File: src/rtl/tick_timer_pkg.sv
package tick_timer_pkg;
  localparam int unsigned ADDR_W = 2;
  localparam logic [ADDR_W-1:0] OFS_CTRL    = 2'd0;
  localparam logic [ADDR_W-1:0] OFS_RELOAD  = 2'd1;
  localparam logic [ADDR_W-1:0] OFS_CURRENT = 2'd2;

  localparam int unsigned BIT_RUN  = 0;
  localparam int unsigned BIT_IEN  = 1;
  localparam int unsigned BIT_SRC  = 2;
  localparam int unsigned BIT_WRAP = 16;

  typedef struct packed {
    logic src;
    logic ien;
    logic run;
  } ctrl_t;
endpackage

File: src/rtl/tick_ctrl_regs.sv
module tick_ctrl_regs
  import tick_timer_pkg::*;
#(
  parameter int unsigned CNT_W  = 24,
  parameter int unsigned DATA_W = 32
) (
  input  logic              clk,
  input  logic              rst_n,
  input  logic              wr_ctrl,
  input  logic              wr_reload,
  input  logic              rd_ctrl,
  input  logic [DATA_W-1:0] wdata,
  input  logic              wrap_evt,
  output ctrl_t             ctrl,
  output logic              wrap_flag,
  output logic [CNT_W-1:0]  reload_val
);
  ctrl_t            ctrl_q, ctrl_d;
  logic             flag_q, flag_d;
  logic [CNT_W-1:0] reload_q, reload_d;

  always_comb begin
    ctrl_d   = ctrl_q;
    reload_d = reload_q;
    flag_d   = flag_q;
    if (wr_ctrl) begin
      ctrl_d.run = wdata[BIT_RUN];
      ctrl_d.ien = wdata[BIT_IEN];
      ctrl_d.src = wdata[BIT_SRC];
    end
    if (wr_reload) reload_d = wdata[CNT_W-1:0];
    if (rd_ctrl)  flag_d = 1'b0;
    if (wrap_evt) flag_d = 1'b1;
  end

  always_ff @(posedge clk or negedge rst_n) begin
    if (!rst_n) begin
      ctrl_q   <= '0;
      reload_q <= '0;
      flag_q   <= 1'b0;
    end else begin
      ctrl_q   <= ctrl_d;
      reload_q <= reload_d;
      flag_q   <= flag_d;
    end
  end

  assign ctrl       = ctrl_q;
  assign wrap_flag  = flag_q;
  assign reload_val = reload_q;

  AST_FLAG_NEEDS_WRAP: assert property (@(posedge clk) disable iff (!rst_n)
    $rose(flag_q) |-> $past(wrap_evt));
  AST_WRAP_BEATS_READ: assert property (@(posedge clk) disable iff (!rst_n)
    wrap_evt |=> flag_q);
endmodule

File: src/rtl/tick_down_counter.sv
module tick_down_counter #(
  parameter int unsigned CNT_W = 24
) (
  input  logic             clk,
  input  logic             rst_n,
  input  logic             cnt_en,
  input  logic             clr,
  input  logic [CNT_W-1:0] reload,
  output logic [CNT_W-1:0] count,
  output logic             wrap_evt
);
  localparam logic [CNT_W-1:0] ONE = CNT_W'(1);

  logic [CNT_W-1:0] cnt_q, cnt_d;
  logic             step;

  assign step = cnt_en && !clr;

  always_comb begin
    cnt_d = cnt_q;
    if (clr)                cnt_d = '0;
    else if (cnt_en) begin
      if (cnt_q == '0)      cnt_d = reload;
      else                  cnt_d = cnt_q - ONE;
    end
  end

  always_ff @(posedge clk or negedge rst_n) begin
    if (!rst_n) cnt_q <= '0;
    else        cnt_q <= cnt_d;
  end

  assign count    = cnt_q;
  assign wrap_evt = step && (cnt_q == ONE);

  AST_CLEAR_TO_ZERO: assert property (@(posedge clk) disable iff (!rst_n)
    clr |=> (cnt_q == '0));
  AST_HOLD_WHEN_IDLE: assert property (@(posedge clk) disable iff (!rst_n)
    (!cnt_en && !clr) |=> $stable(cnt_q));
  AST_DECREMENT: assert property (@(posedge clk) disable iff (!rst_n)
    (step && cnt_q != '0) |=> (cnt_q == $past(cnt_q) - ONE));
  AST_RELOAD_AT_ZERO: assert property (@(posedge clk) disable iff (!rst_n)
    (step && cnt_q == '0) |=> (cnt_q == $past(reload)));
endmodule

File: src/rtl/tick_timer.sv
module tick_timer
  import tick_timer_pkg::*;
#(
  parameter int unsigned CNT_W  = 24,
  parameter int unsigned DATA_W = 32,
  parameter int unsigned SYNC_STAGES = 2
) (
  input  logic              clk,
  input  logic              rst_n,
  input  logic              bus_sel,
  input  logic              bus_wr,
  input  logic [1:0]        bus_addr,
  input  logic [DATA_W-1:0] bus_wdata,
  output logic [DATA_W-1:0] bus_rdata,
  output logic              irq
);
  logic [SYNC_STAGES-1:0] rst_sync_q;
  logic                   rst_int_n;

  always_ff @(posedge clk or negedge rst_n) begin
    if (!rst_n) rst_sync_q <= '0;
    else        rst_sync_q <= {rst_sync_q[SYNC_STAGES-2:0], 1'b1};
  end
  assign rst_int_n = rst_sync_q[SYNC_STAGES-1];

  logic wr_ctrl, wr_reload, wr_current, rd_ctrl;
  assign wr_ctrl    = bus_sel &&  bus_wr && (bus_addr == OFS_CTRL);
  assign wr_reload  = bus_sel &&  bus_wr && (bus_addr == OFS_RELOAD);
  assign wr_current = bus_sel &&  bus_wr && (bus_addr == OFS_CURRENT);
  assign rd_ctrl    = bus_sel && !bus_wr && (bus_addr == OFS_CTRL);

  ctrl_t            ctrl;
  logic             wrap_flag, wrap_evt;
  logic [CNT_W-1:0] reload_val, count;

  tick_ctrl_regs #(.CNT_W(CNT_W), .DATA_W(DATA_W)) u_regs (
    .clk(clk), .rst_n(rst_int_n),
    .wr_ctrl(wr_ctrl), .wr_reload(wr_reload), .rd_ctrl(rd_ctrl),
    .wdata(bus_wdata), .wrap_evt(wrap_evt),
    .ctrl(ctrl), .wrap_flag(wrap_flag), .reload_val(reload_val)
  );

  tick_down_counter #(.CNT_W(CNT_W)) u_cnt (
    .clk(clk), .rst_n(rst_int_n),
    .cnt_en(ctrl.run), .clr(wr_current), .reload(reload_val),
    .count(count), .wrap_evt(wrap_evt)
  );

  always_comb begin
    bus_rdata = '0;
    unique case (bus_addr)
      OFS_CTRL: begin
        bus_rdata[BIT_RUN]  = ctrl.run;
        bus_rdata[BIT_IEN]  = ctrl.ien;
        bus_rdata[BIT_SRC]  = ctrl.src;
        bus_rdata[BIT_WRAP] = wrap_flag;
      end
      OFS_RELOAD:  bus_rdata[CNT_W-1:0] = reload_val;
      OFS_CURRENT: bus_rdata[CNT_W-1:0] = count;
      default:     bus_rdata = '0;
    endcase
  end

  assign irq = wrap_flag && ctrl.ien;

  AST_CLEAR_NO_WRAP: assert property (@(posedge clk) disable iff (!rst_int_n)
    wr_current |=> !$rose(wrap_flag));
  AST_IRQ_NEEDS_ENABLE: assert property (@(posedge clk) disable iff (!rst_int_n)
    irq |-> bus_rdata[BIT_WRAP] || (bus_addr != OFS_CTRL));
endmodule

File: config.mk
export PLATFORM = sky130hd
export DESIGN_NAME = tick_timer
export DESIGN_NICKNAME = d
export VERILOG_FILES = /design/src/rtl/tick_timer_pkg.sv /design/src/rtl/tick_ctrl_regs.sv /design/src/rtl/tick_down_counter.sv /design/src/rtl/tick_timer.sv
export SDC_FILE = /design/constraint.sdc
export NUM_CORES = 1
export LEC_CHECK = 0
export BUFFER_PORTS_ARGS = -buffer_cell sky130_fd_sc_hd__buf_2
export CORE_MARGIN = 3
export CORE_UTILIZATION = 60
export DETAILED_ROUTE_END_ITERATION = 16
export PLACE_DENSITY_LB_ADDON = 0.2
export SLEW_MARGIN = 30
export SYNTH_ARGS = -nofsm -noshare
export SYNTH_HDL_FRONTEND = slang
export SYNTH_HIERARCHICAL = 1
export SYNTH_SLANG_ARGS = --single-unit
export TNS_END_PERCENT = 1
File: constraint.sdc
create_clock -name clk -period 4.15 [get_ports clk]
set_input_delay 0.83 -clock clk [delete_from_list [all_inputs] [get_ports clk]]
set_output_delay 0.83 -clock clk [all_outputs]
set_load 0.03 [all_outputs]
==> results of run 1 <==
## kinds of logic (layout without fill, tap and decap cells)
kind of cell | Yosys count | after routing | synth area share
adders and majority gates | 8 | 8 | 0.0290
DFF | 54 | 54 | 0.392
and+or+nand+nor | 119 | 119 | 0.194
other | 2 | 9 | 0.00218
muxes | 36 | 36 | 0.137
buffers and inverters | 44 | 83 | 0.0770
AOI/OAI and AO/OA | 78 | 78 | 0.168
## metrics by stage
step	std cells	utilization	power [W]
after floorplan	348	-	0.00132
after global placement	450	0.689	0.00146
after detailed placement	450	0.689	0.00149
after CTS	457	0.706	0.00180
after global routing	457	0.706	0.00193
final	457	0.706	0.00180
## synthesized netlist by cell type, types with 3 or more instances
cell,number,share of area
inv_1,14,0.015
nor3_1,14,0.020
buf_6,4,0.013
a2111oi_0,4,0.010
nor2b_1,24,0.044
a31oi_1,4,0.0073
clkbuf_1,10,0.011
o21ai_0,11,0.016
o31ai_1,4,0.0087
and3_1,3,0.0054
a22oi_1,21,0.046
mux2_4,20,0.087
buf_4,8,0.017
o2bb2ai_1,7,0.018
nor4_1,5,0.0091
buf_2,6,0.0087
nand3_1,10,0.015
a222oi_1,4,0.012
a21oi_1,8,0.012
mux2_2,10,0.033
nor2_1,28,0.031
nand2_1,15,0.016
dfrtp_1,54,0.39
nor3b_1,4,0.0087
mux2i_1,6,0.017
ha_1,8,0.029
## state kept, by name (all words and copies together), names as in the netlist
signal / count
u_cnt/count: 24
u_regs/reload_val: 24
u_regs/ctrl: 3
rst_sync_q: 2
u_regs/wrap_flag: 1
## area by class of cell
class / count / area (sq um) / share of cell area
Clock buffer: 7 / 86.3 / 0.0229
Inverter: 14 / 52.6 / 0.0140
Multi-Input combinational cell: 250 / 1860 / 0.493
Timing Repair Buffer: 62 / 330 / 0.0877
Sequential cell: 54 / 1350 / 0.359
Tap cell: 70 / 87.6 / 0.0233
## layout by cell type, fill, tap and decap left out, types with 11 or more instances in the layout
master / count
nand2_1: 15
o21ai_0: 11
mux2_4: 20
nor2_1: 28
nor2b_1: 24
buf_2: 54
inv_1: 14
a22oi_1: 21
nor3_1: 14
dfrtp_1: 53
## power by group through the flow
stage	registers (W)	clock network, W	logic [W]
after floorplan	0.000784	0	0.000541
after global placement	0.000817	0	0.000643
after detailed placement	0.000824	0	0.000670
after CTS	0.000814	0.000310	0.000673
after global routing	0.000839	0.000343	0.000744
final	0.000815	0.000305	0.000683
## worst max-delay path by stage
stage | startpoint | end | slack (ns) | cells after the start
finish | bus_addr[0] | bus_rdata[16] | 1.07 | 7
global route | bus_addr[0] | bus_rdata[6] | 0.89 | 7
global placement | bus_addr[0] | bus_rdata[2] | 1.11 | 7
detailed placement | bus_addr[0] | bus_rdata[16] | 1.06 | 7
CTS | bus_addr[0] | bus_rdata[16] | 1.06 | 7
floorplan | bus_addr[0] | bus_rdata[5] | 1.47 | 5
## per-layer routing
layer / vias up / GRT usage / routed length [microns] / share of wire
li1: 1330 / - / - / -
met1: 1426 / 0.357 / 3510 / 0.43
met2: 120 / 0.422 / 4030 / 0.49
met3: 12 / 0.0439 / 545 / 0.067
met4: 0 / 0.0781 / 111 / 0.014
met5: - / 0 / 0 / 0
## critical path, cell delays in order
cell and delay [ns]:
buf_2 0.11, inv_1 0.07, ha_1 0.37, buf_4 0.26
a222oi_1 0.35, nor2_1 0.08, buf_2 0.18
==> results.md, run 1 <==
* Via count at 2,888
* Layout net count at 433
* Largest net degree at the start of global routing at 53
* Initial antenna violation count at 0
* Post-synth ARST share at 1.00
* DR vias/cell at 6.32
* Hold buffer count at CTS at 0
* Final WS setup at 1.07 ns
* Tcrit/Tclk final at 0.743
* Finished Cell Area at 3760 sq um
* Ant. Diodes at 0
* Sink Count at 54
* DP Worst Slack at 1.06 ns
* Rows at 26
* Post-synthesis cell count at 341
* Worst-path clk slew at 0.10 ns
* Total wire length at 8190 microns
* CTS tree: built
* Vias in the first global route at 2,723
* GR Util All Layers at 0.260
* Slew HR at 0.555
* P&R area growth vs syn at 9.26%
* Sw Share at 0.398
* Worst-Skew Late Latency at 0.31 ns
* Core ar. at 5340 sq um
* Net Sw Power at 0.000718 W
* Fin. Hold Viols at 0
* Detail Route Antenna Nets at 0
* RSZ-0062 raised after global routing: false
* Grt ovf at 0
* Cell Area, Synth at 3450 sq um
* Startpoint types: input port
* Main synth FF type: dfrtp_1
* Layout cells sized above 1 at 0.276
* Netlist cell types at 51
* R2R Path End: u_cnt/count[11]
* I/O Buffers at 54
* R2R Setup Slk at 1.28 ns
* Worst Hold Class: input port to async pin
* CP endpoint kind: primary output
* Post-cts gate resize count at 0
* Fmax at 0.324 GHz
* Global-route wire length before repair at 13,400 microns
* Clock Power Share at 0.169
* Longest Clk Path Bufs at 2
* Yosys warnings at 6
* Fillers at 428
* Worst R2R Path Depth at 6
* Die area at 6690 sq um
* Status: finished, final reports clean
* Horiz. Die Dim at 81.8 microns
* Drt drc at 0
* Least-Margin Pin Slew at 0.668 ns
* Avg Cell Area, Syn at 10.1 sq um
* Final setup viols at 0
* Routed WL per cell at 17.9 microns
* Worst-path maximum fanout at 12
* IO Pins at 71
* Max-cap violations at 0
* Post-DP HPWL at 5580 microns
* Post-synth EDFFs at 0
* Register area share after synthesis at 0.392
* Peak supply drop at 0.340 mV
* Tmin final at 3.08 ns
* Reg-to-Reg Start: u_cnt/count[8]
* Drt initial violations at 267
* Setup bufs post-CTS at 0
* Starting Density at 0.646
* Comb pwr share at 0.379
* H-Tree Depth at 2
* Drt pass-1 iters at 5
* Crit Path Class: input port to primary output
* Worst EP arrival at 2.25 ns
* Crit path required time at 3.32 ns
* Chip height at 81.8 microns
* Register share of total power at 0.452
* Placed instance area at 3680 sq um
* CTS buffer count at 5
* RD Place Congestion at 0.892
* Pins over their slew limit at 0
* Leakage at 1.72 nW
* Fin Clk Skew at 0.00780 ns
* #FFs+latches synth at 54
* Cell Pwr Density at 479 nW/um^2
* Clock Tree Root: clkbuf_8
* Setup TNS at 0 ns
* Hold slack at 0.276 ns
* Int Pwr at 0.00109 W
Note: power is estimated with default switching activity, not from simulation.
==> run 2: changes to the inputs <==
Settings changed: CORE_UTILIZATION 60 to 50.
Clock period 4.15 ns to 2.55 ns, I/O delays scaled along.
==> run 2 against run 1 <==
Compared with the run above:
- total power rose by 66%
- final area rose by 3.8%
- global-route usage fell by 3.1 points
- first-iteration DRC count fell by 13%
- clock skew barely moved
- core utilization fell by 10 points
- die area rose by 18%
- cell count rose by 5.0%
==> results.md, run 2 (synthesis gave the netlist of run 1 again) <==
* Worst-Skew Late Latency at 0.31 ns
* P&R area growth vs syn at 13.4%
* CP endpoint kind: flip-flop
* Most frequent cells in the layout: buf_2, dfrtp_1, nor2_1
* Drt pass-1 iters at 5
* Commonest non-fill, non-tap cell in the layout: buf_2
* H-Tree Depth at 2
* Status: finished, final reports clean
* Max-cap violations at 0
* Sink Count at 54
* R2R Setup Slk at 0.28 ns
* Crit path required time at 2.74 ns
* Setup bufs post-CTS at 0
* Longest Clk Path Bufs at 2
* CTS tree: built
* Vias in the first global route at 2,834
* Fillers at 600
* RSZ-0062 raised after global routing: false
* Inst Count DP at 471
* Drt initial violations at 231
* Tcrit/Tclk final at 0.891
* Horiz. Die Dim at 89.0 microns
* Post-DP HPWL at 6090 microns
* Clock Tree Root: clkbuf_8
* Routed WL per cell at 17.6 microns
* Slew HR at 0.599
* CTS buffer count at 5
* Sequential Area at 1350 sq um
* Largest net degree at the start of global routing at 37
* Chip height at 89.0 microns
* Rows at 29
* Worst Hold Class: flip-flop to async pin
* Crit Path Class: flip-flop to flip-flop
* Cell Pwr Density at 768 nW/um^2
* Grt ovf at 0
* Tot Pwr at 0.00300 W
* Multi-input logic area at 1870 sq um
* Layout cells sized above 1 at 0.300
* Fin Clk Skew at 0.00801 ns
* Startpoint types: flip-flop
* Initial antenna violation count at 0
* Die area at 7920 sq um
* Global-route wire length before repair at 14,200 microns
* Via count at 2,873
* Core ar. at 6490 sq um
* Fmax at 0.440 GHz
* Pins over their slew limit at 0
* GR Util All Layers at 0.229
* Worst-path clk slew at 0.10 ns
* Non-filler cells, final at 480
* Starting Density at 0.531
* Layout net count at 448
* Tmin final at 2.27 ns
* I/O Buffers at 54
* Total wire length at 8430 microns
* Least-Margin Pin Slew at 0.602 ns
* Drt drc at 0
* Worst-path maximum fanout at 9
* Detail Route Antenna Nets at 0
* Worst EP arrival at 2.46 ns
* Final setup viols at 0
* Final WS setup at 0.278 ns
* Ant. Diodes at 0
* Peak supply drop at 0.311 mV
* Setup TNS at 0 ns
* DR vias/cell at 5.99
* IO Pins at 71
* DP Worst Slack at 0.106 ns
* Fin. Hold Viols at 0
* RD Place Congestion at 0.897
* Leakage at 1.80 nW
==> run 2: changes by cell type in the layout (fill, tap and decap cells not counted), moves of 2 or more <==
| cell | previous run | this run |
|---|---|---|
| nor3b_1 | 4 | 2 |
| clkbuf_1 | 1 | 3 |
| buf_4 | 8 | 21 |
| nor3b_2 | 0 | 2 |
| a2111oi_0 | 4 | 1 |
| a2111oi_1 | 0 | 3 |
==> run 2: where the power goes <==
group / leakage [nW] / switching [W] / internal (W) / total [W]
Combinational: 1.08 / 0.000625 / 0.000568 / 0.00119
Clock: 0.0395 / 0.000280 / 0.000196 / 0.000476
Sequential: 0.675 / 0.000281 / 0.00105 / 0.00133
==> run 2: worst paths after layout <==
path | start | to | cells past startpoint
max | u_cnt/count[1] | u_cnt/count[6] | 8
min | rst_sync_q[1] | u_regs/reload_val[3] | 0
max reg2reg | u_cnt/count[1] | u_cnt/count[6] | 8
min reg2reg | rst_sync_q[1] | u_regs/reload_val[3] | 0
max in group asynchronous | rst_sync_q[1] | u_cnt/count[20] | 1
min in group clk | rst_sync_q[0] | rst_sync_q[1] | 0
==> run 2: final cells by class <==
cell class,instances,area share
multi-input cells,250,0.478
flip-flops and latches,54,0.346
repair buffers,77,0.117
well taps,77,0.0246
clock buffers,8,0.0205
inverters,14,0.0134
==> run 2: critical path: stages (launching register included) <==
cell       delay (ns)
dfrtp_1          0.44
inv_1            0.11
ha_1             0.21
nor3b_2          0.17
nand4_2          0.11
or2_1            0.37
buf_4            0.27
o2bb2ai_1        0.09
a2111oi_0        0.39
==> run 2: what timing repair did <==
| item | CTS | global route |
|---|---|---|
| hold buffers | 1 | 0 |
| endpoints found under the hold margin | 2 | 0 |
| endpoints found under the setup margin | 0 | 4 |
| gates resized for setup | 0 | 5 |
==> run 2: metal layers <==
metal,wire length (microns),up-vias,track usage
li1,-,1351,-
met1,3770,1400,0.324
met2,4080,111,0.364
met3,477,11,0.0332
met4,98,0,0.0731
met5,0,-,0
==> run 2: per-stage QoR <==
stage | utilization | cell area (sq um) | hold slack, ns
2_1_floorplan | - | 3470 | 0.214
3_3_place_gp | 0.586 | 3800 | 0.296
3_5_place_dp | 0.586 | 3800 | 0.297
4_1_cts | 0.600 | 3890 | 0.310
5_1_grt | 0.602 | 3910 | 0.346
6_report | 0.602 | 3910 | 0.286
==> run 3: changes to the inputs <==
Settings changed: CORE_UTILIZATION 50 to 52, CTS_BUF_LIST set to sky130_fd_sc_hd__clkbuf_4 sky130_fd_sc_hd__clkbuf_8, CTS_CLUSTER_SIZE set to 12.
==> run 3 against run 2 <==
Compared with the run above:
- die area down 3.6%
- critical endpoint is now bus_rdata[9]
- critical path type is now input port to primary output
- final area up 0.83%
- largest power group unchanged
- global-route usage down 0.19 points
- largest cell class unchanged
==> results.md, run 3 (synthesis gave the netlist of run 1 again) <==
* Finished Cell Area at 3940 sq um
* H-Tree Depth at 2
* Via count at 2,840
* Vias in the first global route at 2,807
* Fin. Hold Viols at 0
* Layout cells sized above 1 at 0.308
* R2R Setup Slk at 0.30 ns
* Comb pwr share at 0.385
* IO Pins at 71
* Fmax at 0.432 GHz
* Placed instance area at 3800 sq um
* Detail Route Antenna Nets at 0
* Startpoint types: input port
* Worst-path clk slew at 0.11 ns
* Peak supply drop at 0.401 mV
* Worst Hold Class: flip-flop to async pin
* Leakage at 1.82 nW
* Grt ovf at 0
* Layout net count at 448
* Die area at 7640 sq um
* Least-Margin Pin Slew at 0.505 ns
* CTS tree: built
* Crit path required time at 2.04 ns
* Status: finished, final reports clean
* Tcrit/Tclk final at 0.907
* Cell Pwr Density at 796 nW/um^2
* Pins over their slew limit at 0
* Largest net degree at the start of global routing at 37
* Longest Clk Path Bufs at 2
* Post-DP HPWL at 5950 microns
* CP endpoint kind: primary output
* Crit Path Class: input port to primary output
* Fin util at 0.617
* Clock Power Share at 0.193
* Core ar. at 6390 sq um
* Clock Tree Root: clkbuf_8
* Routed WL per cell at 17.1 microns
* Slew HR at 0.663
* Global-route wire length before repair at 13,800 microns
* Inst Count DP at 471
* Worst-Skew Late Latency at 0.32 ns
* Int Pwr at 0.00192 W
* Drt drc at 0
* RD Place Congestion at 0.868
* Horiz. Die Dim at 87.4 microns
* Drt initial violations at 155
* Register share of total power at 0.422
* Setup TNS at 0 ns
* GR Util All Layers at 0.227
* Initial antenna violation count at 0
* Most frequent cells in the layout: buf_2, dfrtp_1, nor2_1
* Final setup viols at 0
* CTS buffer count at 5
* Commonest non-fill, non-tap cell in the layout: buf_2
* Total wire length at 8210 microns
* Worst-path maximum fanout at 11
* Rows at 29
* Non-filler cells, final at 480
* Net Sw Power at 0.00121 W
* P&R area growth vs syn at 14.4%
* Fin Clk Skew at 0.0114 ns
* Chip height at 87.4 microns
* DR vias/cell at 5.92
* Drt pass-1 iters at 5
* I/O Buffers at 54
* Worst EP arrival at 1.80 ns
* RSZ-0062 raised after global routing: false
* Ant. Diodes at 0
* Sink Count at 54
* Fillers at 573
* Sw Share at 0.387
* Max-cap violations at 0
* Tmin final at 2.31 ns
* Hold slack at 0.243 ns
* Starting Density at 0.540
## run 3: final timing paths
| path | depth (start not counted) | start | end |
|---|---|---|---|
| max in group asynchronous | 1 | rst_sync_q[1] | u_regs/reload_val[7] |
| worst min-delay path | 0 | rst_sync_q[1] | u_regs/ctrl[2] |
| worst min register to register | 0 | rst_sync_q[1] | u_regs/ctrl[2] |
| min in group clk | 0 | rst_sync_q[0] | rst_sync_q[1] |
| worst max-delay path | 7 | bus_addr[1] | bus_rdata[9] |
| worst max register to register | 6 | u_cnt/count[2] | u_cnt/count[13] |
## run 3: per-stage QoR
stage	total power (W)	setup WS (ns)
after floorplan	0.00216	0.497
after global placement	0.00248	0.263
after detailed placement	0.00252	0.211
after CTS	0.00314	0.165
after global routing	0.00335	0.0313
final	0.00314	0.236
## run 3: area by class of cell
class	count	area (sq um)	share of cell area
clock buffer	5	68.8	0.0175
clock inverter	3	47.5	0.0121
inverter	14	52.6	0.0133
multi-input combinational	250	1870	0.473
sequential	54	1350	0.343
tap	77	96.3	0.0244
timing repair buffer	77	458	0.116
## run 3: timing repair
item / in CTS / in global routing
endpoints found under the hold margin: 2 / 0
gates resized for setup: 0 / 2
buffers inserted: 0 / 0
setup endpoints to repair: 0 / 4
hold buffers: 1 / 0
## run 3: metal layers
metal,global-route usage,part of all wire,vias up,wire length (microns)
met2,0.368,0.48,76,3940
li1,-,-,1357,-
met1,0.321,0.47,1398,3830
met5,0,0,-,0
met3,0.0322,0.043,9,355
met4,0.0544,0.010,0,85
## run 3: critical path: stages
cell and delay (ns):
buf_2 0.12, inv_1 0.07, ha_1 0.43, buf_4 0.23
a22oi_1 0.07, nor2b_1 0.15, buf_2 0.22
## run 3: power groups by stage
stage | Sequential, W | Clock, W | Combinational (W)
after floorplan | 0.00128 | 0 | 0.000880
after CTS | 0.00132 | 0.000620 | 0.00120
final | 0.00132 | 0.000607 | 0.00121
after global routing | 0.00136 | 0.000656 | 0.00133
after detailed placement | 0.00133 | 0 | 0.00119
after global placement | 0.00133 | 0 | 0.00115
